File: config.mk
export PLATFORM = sky130hd
export DESIGN_NAME = busbit_port
export DESIGN_NICKNAME = d
export VERILOG_FILES = /design/src/rtl/busbit_pkg.sv /design/src/rtl/busbit_sync.sv /design/src/rtl/busbit_decode.sv /design/src/rtl/busbit_capture.sv /design/src/rtl/busbit_port.sv
export SDC_FILE = /design/constraint.sdc
export NUM_CORES = 1
export LEC_CHECK = 0
export ABC_CLOCK_PERIOD_IN_PS = 1200
export BUFFER_PORTS_ARGS = -buffer_cell sky130_fd_sc_hd__buf_2
export CAP_MARGIN = 20
export CORE_AREA = 3 3 40 42
export CTS_BUF_LIST = sky130_fd_sc_hd__clkbuf_8
export DETAILED_ROUTE_END_ITERATION = 8
export DIE_AREA = 0 0 43 45
export HOLD_SLACK_MARGIN = 0.15
export MAX_ROUTING_LAYER = met4
export PLACE_DENSITY = 0.6
export SYNTH_ARGS = -nofsm -noshare
export SYNTH_HDL_FRONTEND = slang
export SYNTH_SLANG_ARGS = --single-unit
File: constraint.sdc
create_clock -name clk -period 1.2 [get_ports clk]
set_input_delay 0.18 -clock clk [delete_from_list [all_inputs] [get_ports clk]]
set_output_delay 0.18 -clock clk [all_outputs]
set_load 0.01 [all_outputs]
File: src/rtl/busbit_pkg.sv
// Package: shared defaults and the bundle of single-bit bus controls that
// travel through the synchronizer together.
package busbit_pkg;

    localparam int unsigned BB_ADDR_W   = 16;
    localparam int unsigned BB_DATA_W   = 8;
    localparam int unsigned BB_STAGES   = 2;

    // Control bits re-timed alongside the address.
    typedef struct packed {
        logic phi2;   // processor phase-2 clock
        logic rnw;    // 1 = read, 0 = write
        logic dbit;   // selected data line
    } bus_ctl_t;

    localparam int unsigned BB_CTL_W = $bits(bus_ctl_t);

endpackage

File: src/rtl/busbit_sync.sv
// Module: busbit_sync
// Multi-stage synchronizer for a vector of asynchronous bus signals.
// Assumes: STAGES >= 2; the inputs are quasi-static around the sampling
// point (bus held stable by the protocol), so bits arriving together stay
// together after synchronization.
module busbit_sync #(
    parameter int unsigned W      = 8,
    parameter int unsigned STAGES = 2
) (
    input  logic         clk,
    input  logic         rst_n,
    input  logic [W-1:0] din,
    output logic [W-1:0] dout
);

    logic [STAGES-1:0][W-1:0] stg_q;

    // Shift the input through the synchronizer chain.
    always_ff @(posedge clk) begin
        if (!rst_n) begin
            stg_q <= '0;
        end else begin
            stg_q <= {stg_q[STAGES-2:0], din};
        end
    end

    assign dout = stg_q[STAGES-1];

endmodule

File: src/rtl/busbit_decode.sv
// Module: busbit_decode
// Address window and write qualification on synchronized bus signals.
// Assumes: the window is selected by masked address compare; only the
// masked bits matter, so the port repeats across the unmasked range.
module busbit_decode #(
    parameter int unsigned            ADDR_W    = 16,
    parameter logic [ADDR_W-1:0]      DEC_MASK  = 16'hC000,
    parameter logic [ADDR_W-1:0]      DEC_MATCH = 16'h4000
) (
    input  logic              clk,
    input  logic              rst_n,
    input  logic [ADDR_W-1:0] addr_s,
    input  logic              rnw_s,
    output logic              wr_hit
);

    logic win_hit;

    // Window match on masked address bits.
    always_comb begin
        win_hit = ((addr_s & DEC_MASK) == DEC_MATCH);
    end

    // Qualify with a write cycle.
    always_comb begin
        wr_hit = win_hit & ~rnw_s;
    end

    // For the default two-bit window, cross-check against the NOR form.
    generate
        if (ADDR_W == 16 && DEC_MASK == 16'hC000 && DEC_MATCH == 16'h4000) begin : g_nor_check
            AST_NOR_FORM: assert property (@(posedge clk) disable iff (!rst_n)
                wr_hit == (~(addr_s[15] | rnw_s) & addr_s[14]));
        end
    endgenerate

endmodule

File: src/rtl/busbit_capture.sv
// Module: busbit_capture
// Detects the rising phase-2 edge on the synchronized strobe and loads the
// port bit when the cycle is a qualified write; emits a one-cycle pulse.
// Assumes: wr_hit and dbit are valid in the cycle the edge is seen.
module busbit_capture (
    input  logic clk,
    input  logic rst_n,
    input  logic phi2_s,
    input  logic wr_hit,
    input  logic dbit,
    output logic led_q,
    output logic pulse_q
);

    logic phi2_d;
    logic phi2_rise;
    logic take;

    // Remember the previous synchronized strobe level.
    always_ff @(posedge clk) begin
        if (!rst_n) phi2_d <= 1'b0;
        else        phi2_d <= phi2_s;
    end

    // Edge detect and qualification.
    always_comb begin
        phi2_rise = phi2_s & ~phi2_d;
        take      = phi2_rise & wr_hit;
    end

    // Port register and accepted-write strobe.
    always_ff @(posedge clk) begin
        if (!rst_n) begin
            led_q   <= 1'b0;
            pulse_q <= 1'b0;
        end else begin
            pulse_q <= take;
            if (take) led_q <= dbit;
        end
    end

    AST_RESET_CLEAR: assert property (@(posedge clk)
        !rst_n |=> (!led_q && !pulse_q));
    AST_PULSE_SINGLE: assert property (@(posedge clk) disable iff (!rst_n)
        pulse_q |=> !pulse_q);
    AST_QUIET_HOLD: assert property (@(posedge clk) disable iff (!rst_n)
        !pulse_q |-> $stable(led_q));

endmodule

File: src/rtl/busbit_port.sv
// Module: busbit_port (top)
// Write-only single-bit output port for an 8-bit processor bus. Re-times
// the bus into the system clock, decodes the address window and captures
// one data line on the rising phase-2 edge of a qualified write.
// Assumes: clk >= 4x phi2; address/rnw/data stable from before phi2 rises
// until at least STAGES clk cycles after.
module busbit_port
    import busbit_pkg::*;
#(
    parameter int unsigned            ADDR_W      = BB_ADDR_W,
    parameter int unsigned            DATA_W      = BB_DATA_W,
    parameter int unsigned            STAGES      = BB_STAGES,
    parameter int unsigned            CAPTURE_BIT = 0,
    parameter logic [ADDR_W-1:0]      DEC_MASK    = 16'hC000,
    parameter logic [ADDR_W-1:0]      DEC_MATCH   = 16'h4000
) (
    input  logic              clk,
    input  logic              rst_n,
    input  logic [ADDR_W-1:0] bus_addr,
    input  logic              bus_rnw,
    input  logic              bus_phi2,
    input  logic [DATA_W-1:0] bus_data,
    output logic              led_out,
    output logic              wr_pulse
);

    localparam logic [DATA_W-1:0] DSEL = DATA_W'(1) << CAPTURE_BIT;
    localparam int unsigned       SYNC_W = ADDR_W + BB_CTL_W;

    bus_ctl_t          ctl_raw;
    bus_ctl_t          ctl_s;
    logic [ADDR_W-1:0] addr_s;
    logic              hit;

    // Bundle the single-bit controls; pick the captured data line by mask.
    always_comb begin
        ctl_raw.phi2 = bus_phi2;
        ctl_raw.rnw  = bus_rnw;
        ctl_raw.dbit = |(bus_data & DSEL);
    end

    busbit_sync #(
        .W      (SYNC_W),
        .STAGES (STAGES)
    ) sync_i (
        .clk   (clk),
        .rst_n (rst_n),
        .din   ({bus_addr, ctl_raw}),
        .dout  ({addr_s, ctl_s})
    );

    busbit_decode #(
        .ADDR_W    (ADDR_W),
        .DEC_MASK  (DEC_MASK),
        .DEC_MATCH (DEC_MATCH)
    ) decode_i (
        .clk    (clk),
        .rst_n  (rst_n),
        .addr_s (addr_s),
        .rnw_s  (ctl_s.rnw),
        .wr_hit (hit)
    );

    busbit_capture capture_i (
        .clk     (clk),
        .rst_n   (rst_n),
        .phi2_s  (ctl_s.phi2),
        .wr_hit  (hit),
        .dbit    (ctl_s.dbit),
        .led_q   (led_out),
        .pulse_q (wr_pulse)
    );

    AST_CAPTURE_SRC: assert property (@(posedge clk) disable iff (!rst_n)
        wr_pulse |-> (led_out == $past(ctl_s.dbit)));
    AST_WINDOW_ONLY: assert property (@(posedge clk) disable iff (!rst_n)
        wr_pulse |-> $past(hit));
    AST_EDGE_ONLY: assert property (@(posedge clk) disable iff (!rst_n)
        wr_pulse |-> ($past(ctl_s.phi2) && !$past(ctl_s.phi2, 2)));

endmodule

Word level (Yosys, flattened, before mapping)
Cells that the tools add are included.

storage, ports and cells
  input bits = 28
  output and inout port bits = 2
  register bits after elaboration = 41
  word-level logic and storage cells = 11

cells by class
  equality and inequality tests = 1
  bitwise gates (word level) = 5

operator list
  cell                count
  $and 1x1->1         3
  $eq 2x1->1 const B  1
  $not 1->1           2

Depth between registers and ports, before layout
Gate-level depths: netlist of run 1.

  depth in word-level cells = 3
  depth in mapped cells = 3
  mapped depth without buffers = 3

Cells and area by module
Synthesis of run 1 repeated with hierarchy kept, for this count alone.

unflattened totals
  cell total of the unflattened synthesis = 110
  area, all modules = 1,305.0 sq um

by module, submodules not included
  module          cells each  area each (sq um)  times used  sequential area each (sq um)
  busbit_sync     99          1,179.9            1           760.7
  busbit_capture  10          112.6              1           60.1
  busbit_decode   1           12.5               1           0.0

Worst setup path after synthesis of run 1
Ideal clock, no wire load.

  kind = register -> register
  start point = register sync_i.stg_q, in the netlist sync_i.dout[18]
  end point = register capture_i.led_q
  path slack = 0.215 ns
  period minus slack after synthesis = 0.985 ns
  stages on the path, launching flop included = 4
  arrival = 0.868 ns
  setup time = 0.116 ns
  required time = 1.084 ns
  buffers on the path = 0
  cell sequence = dfxtp_1 > nor4b_4 > a21oi_1 > a41o_1

on the way
  cells in the longest elaborated chain, start to end = 3

RTL lines
  element                   RTL line              source
  start: declaration        busbit_sync.sv:16     logic [STAGES-1:0][W-1:0] stg_q;
  start signal: assignment  busbit_sync.sv:23     stg_q <= {stg_q[STAGES-2:0], din};
  $eq 2x1->1                busbit_decode.sv:21   win_hit = ((addr_s & DEC_MASK) == DEC_MATCH);
  $and 1x1->1               busbit_decode.sv:26   wr_hit = win_hit & ~rnw_s;
  $and 1x1->1               busbit_capture.sv:28  take = phi2_rise & wr_hit;
  end signal: assignment    busbit_capture.sv:38  if (take) led_q <= dbit;
  end: declaration          busbit_capture.sv:11  output logic led_q,

No other way between the ends.
A chain may end at the register's enable or synchronous reset.

Worst setup path after layout of run 1
Ends and elaborated chain as after synthesis.

==> reports/metrics.csv, run 1 <==
metric;value;unit
clk_skew;1.54;ps
# rows;13;
synth top area cells;dfxtp_1 (68%), and2_1 (18%), nor4b_4 (6.2%);
Int Pwr;702;uW
Initial Util;0.298;
PostCTS Resize Cnt;0;
flop2flop setup slack;180;ps
Worst path max stage delay;320;ps
Post-Synthesis Cell Area;383;um2
Startpoint Class;register;
final WL;566;um
Combinational Power Share;0.047;
antenna-violating nets left;0;
# DRC;0;
wire per inst;9.28;um
final net count;75;
min cycle time layout;1020;ps
num ports;30;
initial antenna violation count;0;
CP max-delay cell;dfxtp_1;
P per Cell Area;1640;mW/mm2
sw frac;0.194;
area of the die;0.00194;mm2
Final Cycle Share;0.851;
most frequent cells in the layout;dfxtp_1 (13), and2_1 (11), buf_2 (8);
CP top delay family;flip-flops;
WP data arrival;1160;ps
CP Cell Sequence;nor4b_4 -> a21oi_1 -> a41o_1;
largest net degree at the start of global routing;15;
Seq cells post-synth;13;
Hold Fails Final Rpt;0;
grt total ovfl;0;
I/O Buffers;8;
dpl cells;52;
Synth Net Count;58;
Tightest Pin Transition;231;ps
Max VDD drop;0.000627;V
die height;45;um
TritonCTS clock tree;built;
RSZ-0062 raised after global routing;no;
critical path endpoint category;register;
vias in the first global route;235;
Avg Inst Size Synth;12.8;um2
worst skew pair latency;240;ps
clock power share;0.431;
# hold bufs at CTS;5;
initial drt markers;5;
Req. time, crit path;1330;ps
DR vias;253;
TritonCTS Buffers;3;
synth warn;0;
n_diodes;0;
Leak;0.244;nW
fin. max-slew vios;0;
crit path kind;register to register;
post-synthesis sequential area ratio;0.680;
first-pass detailed-route iteration total;4;
H-tree depth;1;
Setup violations, final;0;
critical path fanouts, max;3;
routability cong.;0.597;
clk sink count;13;
cells after synthesis;30;
Bufs on Longest Clock Path;2;
slew margin rel.;0.846;
most common cell after layout, fill and taps aside;dfxtp_1;
fmax;979;MHz
status;finished, final reports clean;
Max-Cap Viols;0;
post-synth top area share;0.680;
die width;43;um
Hold Path Class;primary input to register;
Area Overhead vs Synth;39.2;%
CORE AREA;0.00128;mm2
layout cells sized above 1;0.283;
global-route wire length before repair;938;um
vias per inst;4.15;
total track usage;0.0744;
sequential power share;0.522;
Setup Buffers After CTS;0;
count of different cell masters after synthesis;8;
clock root buffer;clkbuf_8;
Reg clk slew, reported paths;50;ps
fin cells;61;
final setup TNS;0;ps
Critical path buffers and inverters;0;
cell accounting for the most synthesized area;dfxtp_1;
Switching Power;169;uW
Fin Hold WS;301;ps
flip-flops by register name, indices dropped and copies added (netlist names):
register           count
sync_i.dout            5
capture_i.phi2_d       1
sync_i.stg_q           5
capture_i.pulse_q      1
capture_i.led_q        1
layer usage:
metal  GRT usage  part of all wire  vias up
met5           -                 0        -
met4      0.0723             0.025        0
met3      0.0239             0.058        2
met2       0.123              0.55        9
met1      0.0667              0.36      115
li1            -                 -      127
stage by stage:
stage	utilization	area (um2)	total power, mW	setup WS, ps
2_1_floorplan	-	383	0.479	215
3_3_place_gp	0.341	438	0.491	170
3_5_place_dp	0.341	438	0.492	162
4_1_cts	0.415	533	0.882	154
5_1_grt	0.415	533	0.909	121
6_report	0.415	533	0.872	178
synthesized netlist by cell type (all sizes together):
cell type / n
a21oi: 1
a41o: 1
and2: 11
and3: 1
clkbuf: 1
dfxtp: 13
nand2: 1
nor4b: 1
kinds of logic (layout without fill, tap and decap cells):
group | after synthesis | count (layout) | synth area share
simple gates | 14 | 14 | 0.271
compound gates | 2 | 2 | 0.0392
flops | 13 | 13 | 0.680
buf+inv | 1 | 17 | 0.00979
worst paths after layout:
| check | startpoint | end | depth (start not counted) |
|---|---|---|---|
| hold reg to reg | sync_i.stg_q[2]$_SDFF_PN0_ | sync_i.dout[2]$_SDFF_PN0_ | 1 |
| setup reg to reg | sync_i.dout[18]$_SDFF_PN0_ | capture_i.led_q$_SDFFE_PN0P_ | 3 |
| setup / recovery | sync_i.dout[18]$_SDFF_PN0_ | capture_i.led_q$_SDFFE_PN0P_ | 3 |
| hold / removal | rst_n | sync_i.dout[0]$_SDFF_PN0_ | 2 |
layout make-up:
cell class              instances  area [um2]
multi-input cells              16         119
fillers                       131         752
well taps                      15        18.8
repair buffers                 13        90.1
clock inverters                 1        3.75
clock buffers                   3        41.3
flip-flops and latches         13         260
worst reg2reg max path: stages (launching register included):
cell,delay [ps]
dfxtp_1,320
nor4b_4,300
a21oi_1,100
a41o_1,200
power groups by stage:
| stage | Sequential, mW | Clock [mW] | Combinational, mW |
|---|---|---|---|
| floorplan | 0.463 | 0 | 0.0161 |
| global placement | 0.464 | 0 | 0.0276 |
| detailed placement | 0.464 | 0 | 0.0282 |
| CTS | 0.455 | 0.386 | 0.0411 |
| global route | 0.456 | 0.408 | 0.0457 |
| finish | 0.455 | 0.376 | 0.0412 |
Note: power is estimated with default switching activity, not from simulation.
==> run 2, diff against run 1 <==
--- a/config.mk
+++ b/config.mk
@@ -5,6 +5,7 @@
 export SDC_FILE = /design/constraint.sdc
 export NUM_CORES = 1
 export LEC_CHECK = 0
+export ABC_AREA = 1
 export ABC_CLOCK_PERIOD_IN_PS = 1200
 export BUFFER_PORTS_ARGS = -buffer_cell sky130_fd_sc_hd__buf_2
 export CAP_MARGIN = 20
@@ -12,9 +13,10 @@
 export CTS_BUF_LIST = sky130_fd_sc_hd__clkbuf_8
 export DETAILED_ROUTE_END_ITERATION = 8
 export DIE_AREA = 0 0 43 45
+export GPL_TIMING_DRIVEN = 0
 export HOLD_SLACK_MARGIN = 0.15
 export MAX_ROUTING_LAYER = met4
-export PLACE_DENSITY = 0.6
+export PLACE_DENSITY = 0.61
 export SYNTH_ARGS = -nofsm -noshare
 export SYNTH_HDL_FRONTEND = slang
 export SYNTH_SLANG_ARGS = --single-unit
==> run 2 against run 1 <==
Compared with the run above: synthesized cell count rose by 57%; combinational power increased by 19%; sequential cell count is the same.
==> reports/metrics.csv, run 2 <==
metric;value;unit
status;finished, final reports clean;
multi-input logic area;81.3;um2
routability cong.;0.666;
grt total ovfl;0;
Area Overhead vs Synth;38.6;%
Fin Hold WS;176;ps
Worst Hold Launch;rst_n;
n_diodes;0;
slew margin rel.;0.921;
fin cells;79;
CP max-delay cell;dfxtp_1;
Hold Path Depth;3;
Async S/R FF share, synth;0;
setup ws final;340;ps
predominant post-synthesis flop cell;dfxtp_1;
worst skew pair latency;240;ps
Avg Inst Size Synth;8.55;um2
final net count;93;
P per Cell Area;1590;mW/mm2
die width;43;um
Worst path max stage delay;320;ps
RSZ-0062 raised after global routing;no;
final setup TNS;0;ps
DR vias;298;
# DRC;0;
clk sink count;13;
synth top area cells;dfxtp_1 (65%), inv_1 (13%), nand2_1 (12%);
CP Cell Sequence;buf_2;
reg-to-reg startpoint;sync_i.dout[2]$_SDFF_PN0_;
Max-Cap Viols;0;
fmax;1160;MHz
CORE AREA;0.00128;mm2
vias per inst;3.77;
post-place setup slack;431;ps
WP data arrival;680;ps
fin. max-slew vios;0;
Tightest Pin Transition;119;ps
global-route wire length before repair;1050;um
min cycle time layout;860;ps
Startpoint Class;register;
H-tree depth;1;
cell accounting for the most synthesized area;dfxtp_1;
Leak;0.329;nW
first-pass detailed-route iteration total;3;
HPWL Detailed;378;um
Switching Power;177;uW
cells after synthesis;47;
dpl cells;70;
Post-Synthesis Cell Area;402;um2
number of synthesized flops with an enable pin;0;
Critical R2R Capture;capture_i.led_q$_SDFFE_PN0P_;
Setup violations, final;0;
Final Cycle Share;0.717;
clk_skew;2.77;ps
Synth Net Count;75;
Critical path buffers and inverters;1;
antenna-violating nets left;0;
area of the die;0.00194;mm2
Bufs on Longest Clock Path;2;
TritonCTS clock tree;built;
num ports;30;
register area;260;um2
clock root buffer;clkbuf_8;
Hold Fails Final Rpt;0;
critical path fanouts, max;2;
post-synthesis sequential area ratio;0.648;
WHS Endpoint;sync_i.stg_q[1]$_SDFF_PN0_;
vias in the first global route;290;
Seq cells post-synth;13;
Max VDD drop;0.000957;V
most frequent cells in the layout;inv_1 (14), nand2_1 (13), dfxtp_1 (13);
layout cells sized above 1;0.234;
total track usage;0.0803;
wire per inst;7.63;um
sw frac;0.200;
crit path kind;register to output port;
synth warn;0;
post-synth top area share;0.648;
# rows;13;
initial drt markers;3;
most common cell in the netlist;inv_1;
clock power share;0.430;
Initial Util;0.313;
PostCTS Resize Cnt;0;
initial antenna violation count;0;
Int Pwr;706;uW
final WL;603;um
sequential power share;0.515;
largest net degree at the start of global routing;11;
CP top delay family;flip-flops;
fill count;131;
Reg clk slew, reported paths;60;ps
Combinational Power Share;0.056;
I/O Buffers;8;
flop2flop setup slack;430;ps
Req. time, crit path;1020;ps
most common cell after layout, fill and taps aside;inv_1;
R2R cell count;5;
die height;45;um
Hold Path Class;primary input to register;
TritonCTS Buffers;3;
most common library cells after synthesis;inv_1 (14), dfxtp_1 (13), nand2_1 (13);
count of different cell masters after synthesis;9;
critical path endpoint category;output port;
-- run 2: changes by cell type after synthesis, sizes merged --
cell	delta
buf	+1
nor2	+3
nor4b	-1
a41o	-1
clkbuf	-1
inv	+14
nand2	+12
nand3	+1
and2	-11
-- run 2: kinds of logic after synthesis --
| logic type | share of synthesized area |
|---|---|
| buf+inv | 0.150 |
| compound gates | 0.0124 |
| flops | 0.648 |
| simple gates | 0.190 |
-- run 2: worst max path at each step --
stage / from / endpoint / cells past startpoint
2_1_floorplan: sync_i.dout[2]$_SDFF_PN0_ / capture_i.led_q$_SDFFE_PN0P_ / 5
3_3_place_gp: sync_i.dout[2]$_SDFF_PN0_ / capture_i.led_q$_SDFFE_PN0P_ / 5
3_5_place_dp: sync_i.dout[2]$_SDFF_PN0_ / capture_i.led_q$_SDFFE_PN0P_ / 5
4_1_cts: capture_i.led_q$_SDFFE_PN0P_ / led_out / 1
5_1_grt: capture_i.led_q$_SDFFE_PN0P_ / led_out / 1
6_report: capture_i.led_q$_SDFFE_PN0P_ / led_out / 1
-- run 2: stage by stage --
stage	total power [mW]	util	cell area, um2
2_1_floorplan	0.484	-	402
3_3_place_gp	0.498	0.358	460
3_5_place_dp	0.500	0.358	460
4_1_cts	0.898	0.433	557
5_1_grt	0.920	0.433	557
6_report	0.883	0.433	557
-- run 2: layer usage --
layer  up-vias  wire, um  track usage
li1        162         -            -
met1       124       237       0.0688
met2        10       308        0.141
met3         2        46       0.0598
met4         0        11       0.0181
met5         -         0            -
-- run 2: what timing repair did --
item | CTS | global route
hold buffers | 5 | 0
buffers inserted | 0 | 0
hold endpoints to repair | 5 | 0
-- run 2: final cells by class --
type / instances / share of cell area
clock inverter: 1 / 0.00899
sequential: 13 / 0.467
multi-input combinational: 19 / 0.146
buffer: 1 / 0.0135
timing repair buffer: 13 / 0.162
tap: 15 / 0.0337
inverter: 14 / 0.0944
clock buffer: 3 / 0.0742
-- run 2: power groups by stage --
stage | Sequential (mW) | Clock (mW) | Combinational [mW]
floorplan | 0.462 | 0 | 0.0220
global placement | 0.462 | 0 | 0.0360
detailed placement | 0.463 | 0 | 0.0369
CTS | 0.454 | 0.394 | 0.0494
global route | 0.456 | 0.408 | 0.0565
finish | 0.454 | 0.379 | 0.0490
==> run 3, diff against run 2 <==
--- a/config.mk
+++ b/config.mk
@@ -6,7 +6,7 @@
 export NUM_CORES = 1
 export LEC_CHECK = 0
 export ABC_AREA = 1
-export ABC_CLOCK_PERIOD_IN_PS = 1200
+export ABC_CLOCK_PERIOD_IN_PS = 800
 export BUFFER_PORTS_ARGS = -buffer_cell sky130_fd_sc_hd__buf_2
 export CAP_MARGIN = 20
 export CORE_AREA = 3 3 40 42
==> constraint.sdc (replaced) <==
create_clock -name clk -period 0.8 [get_ports clk]
set_input_delay 0.12 -clock clk [delete_from_list [all_inputs] [get_ports clk]]
set_output_delay 0.12 -clock clk [all_outputs]
set_load 0.01 [all_outputs]
==> run 3 against run 2 <==
Compared with the run above: the run now ends with negative setup slack left; combinational power rose by 68%; sequential cell count unchanged; non-clock buffer count increased by 2; power up 51%; largest cell class unchanged; routed wire length is 6.3% higher; first-iteration DRC count is 67% lower; worst hold slack got worse by 8.5 ps; clock power rose by 50%; critical path depth grew 5.
==> reports/metrics.csv, run 3 (same netlist as run 2, synthesis figures left out) <==
metric;value;unit
status;complete, but fails checks;
failing checks;negative setup slack;
Bufs on Longest Clock Path;2;
Area Overhead vs Synth;45.8;%
Tightest Pin Transition;123;ps
vias per inst;3.77;
grt total ovfl;0;
Hold Path Class;primary input to register;
Worst Hold Launch;rst_n;
Fin Hold WS;167;ps
TritonCTS clock tree;built;
Req. time, crit path;930;ps
critical path fanouts, max;2;
WHS Endpoint;capture_i.pulse_q$_SDFF_PN0_;
vias in the first global route;294;
# rows;13;
layout cells sized above 1;0.273;
critical path endpoint category;register;
area of the die;0.00194;mm2
Max VDD drop;0.00144;V
flop2flop setup slack;-30;ps
setup ws final;-27.5;ps
initial drt markers;1;
routability cong.;0.666;
global-route wire length before repair;1080;um
fmax;1210;MHz
register area;263;um2
slew margin rel.;0.918;
die height;45;um
Leak;0.348;nW
worst skew pair latency;240;ps
num ports;30;
clk sink count;13;
initial antenna violation count;0;
R2R cell count;6;
clock root buffer;clkbuf_8;
first-pass detailed-route iteration total;2;
sequential power share;0.511;
Startpoint Class;register;
Hold Fails Final Rpt;0;
n_diodes;0;
sw frac;0.200;
Switching Power;267;uW
most common cell after layout, fill and taps aside;inv_1;
Initial Util;0.313;
Setup violations, final;2;
clk_skew;2.13;ps
I/O Buffers;8;
total track usage;0.0829;
Int Pwr;1.07;mW
dpl cell area;460;um2
final WL;641;um
Final Cycle Share;1.03;
Reg clk slew, reported paths;50;ps
H-tree depth;1;
die width;43;um
Hold Path Depth;2;
RSZ-0062 raised after global routing;yes;
min cycle time layout;827;ps
Max-Cap Viols;0;
largest net degree at the start of global routing;11;
crit path kind;register to register;
WP data arrival;960;ps
fin. max-slew vios;0;
DR vias;305;
Combinational Power Share;0.062;
P per Cell Area;2280;mW/mm2
wire per inst;7.91;um
Core Util, Final;0.456;
antenna-violating nets left;0;
reg-to-reg startpoint;sync_i.dout[18]$_SDFF_PN0_;
# DRC;0;
CORE AREA;0.00128;mm2
post-route cell area;586;um2
final net count;95;
HPWL Detailed;378;um
fill count;128;
multi-input logic area;81.3;um2
clock power share;0.427;
TritonCTS Buffers;3;
Critical R2R Capture;capture_i.led_q$_SDFFE_PN0P_;
most frequent cells in the layout;inv_1 (14), nand2_1 (13), dfxtp_1 (11);
[run 3: routing by layer]
layer	share of wire	vias to the layer above	GRT usage
met3	0.069	2	0.0598
met1	0.40	127	0.0762
met2	0.51	10	0.141
met4	0.017	0	0.0181
li1	-	166	-
met5	0	-	-
[run 3: area by class of cell]
class / count / share of cell area
buffer: 1 / 0.0128
clock buffer: 3 / 0.0705
clock inverter: 1 / 0.00855
inverter: 14 / 0.0897
multi-input combinational: 19 / 0.139
sequential: 13 / 0.449
tap: 15 / 0.0321
timing repair buffer: 15 / 0.199
[run 3: per-stage QoR]
stage	TNS [ps]	setup slack (ps)	instances	total power, mW
after floorplan	0	79.0	47	0.727
after global placement	0	41.3	70	0.748
after detailed placement	0	30.6	70	0.750
after CTS	0	5.84	80	1.35
after global routing	-202	-105	81	1.39
final	-45.8	-27.5	81	1.33
[run 3: worst max-delay path by stage]
stage / cells past startpoint / start / slack [ps] / to
6_report: 6 / sync_i.dout[18]$_SDFF_PN0_ / -30 / capture_i.led_q$_SDFFE_PN0P_
5_1_grt: 6 / sync_i.dout[18]$_SDFF_PN0_ / -100 / capture_i.led_q$_SDFFE_PN0P_
4_1_cts: 1 / capture_i.pulse_q$_SDFF_PN0_ / 6 / wr_pulse
3_5_place_dp: 5 / sync_i.dout[2]$_SDFF_PN0_ / 30 / capture_i.led_q$_SDFFE_PN0P_
3_3_place_gp: 5 / sync_i.dout[2]$_SDFF_PN0_ / 40 / capture_i.led_q$_SDFFE_PN0P_
2_1_floorplan: 5 / sync_i.dout[2]$_SDFF_PN0_ / 80 / capture_i.led_q$_SDFFE_PN0P_
[run 3: power by group through the flow]
stage               Combinational, mW  Clock [mW]  Sequential [mW]
detailed placement             0.0553           0            0.695
finish                         0.0825       0.569            0.682
floorplan                      0.0330           0            0.694
CTS                            0.0788       0.591            0.681
global route                   0.0942       0.612            0.684
global placement               0.0539           0            0.694
[run 3: repair_timing]
item,4_1_cts,5_1_grt
pin swaps,0,4
hold buffers,6,0
endpoints found under the hold margin,6,0
resized for setup,2,2
endpoints found under the setup margin,1,4
buffers inserted,0,1
gates cloned,0,0
[run 3: worst max-delay path: stages (launching register included)]
cell,delay (ps)
dfxtp_2,310
inv_1,30
nand2_1,60
nor2_2,40
buf_4,120
a21oi_1,110
nor2_1,50
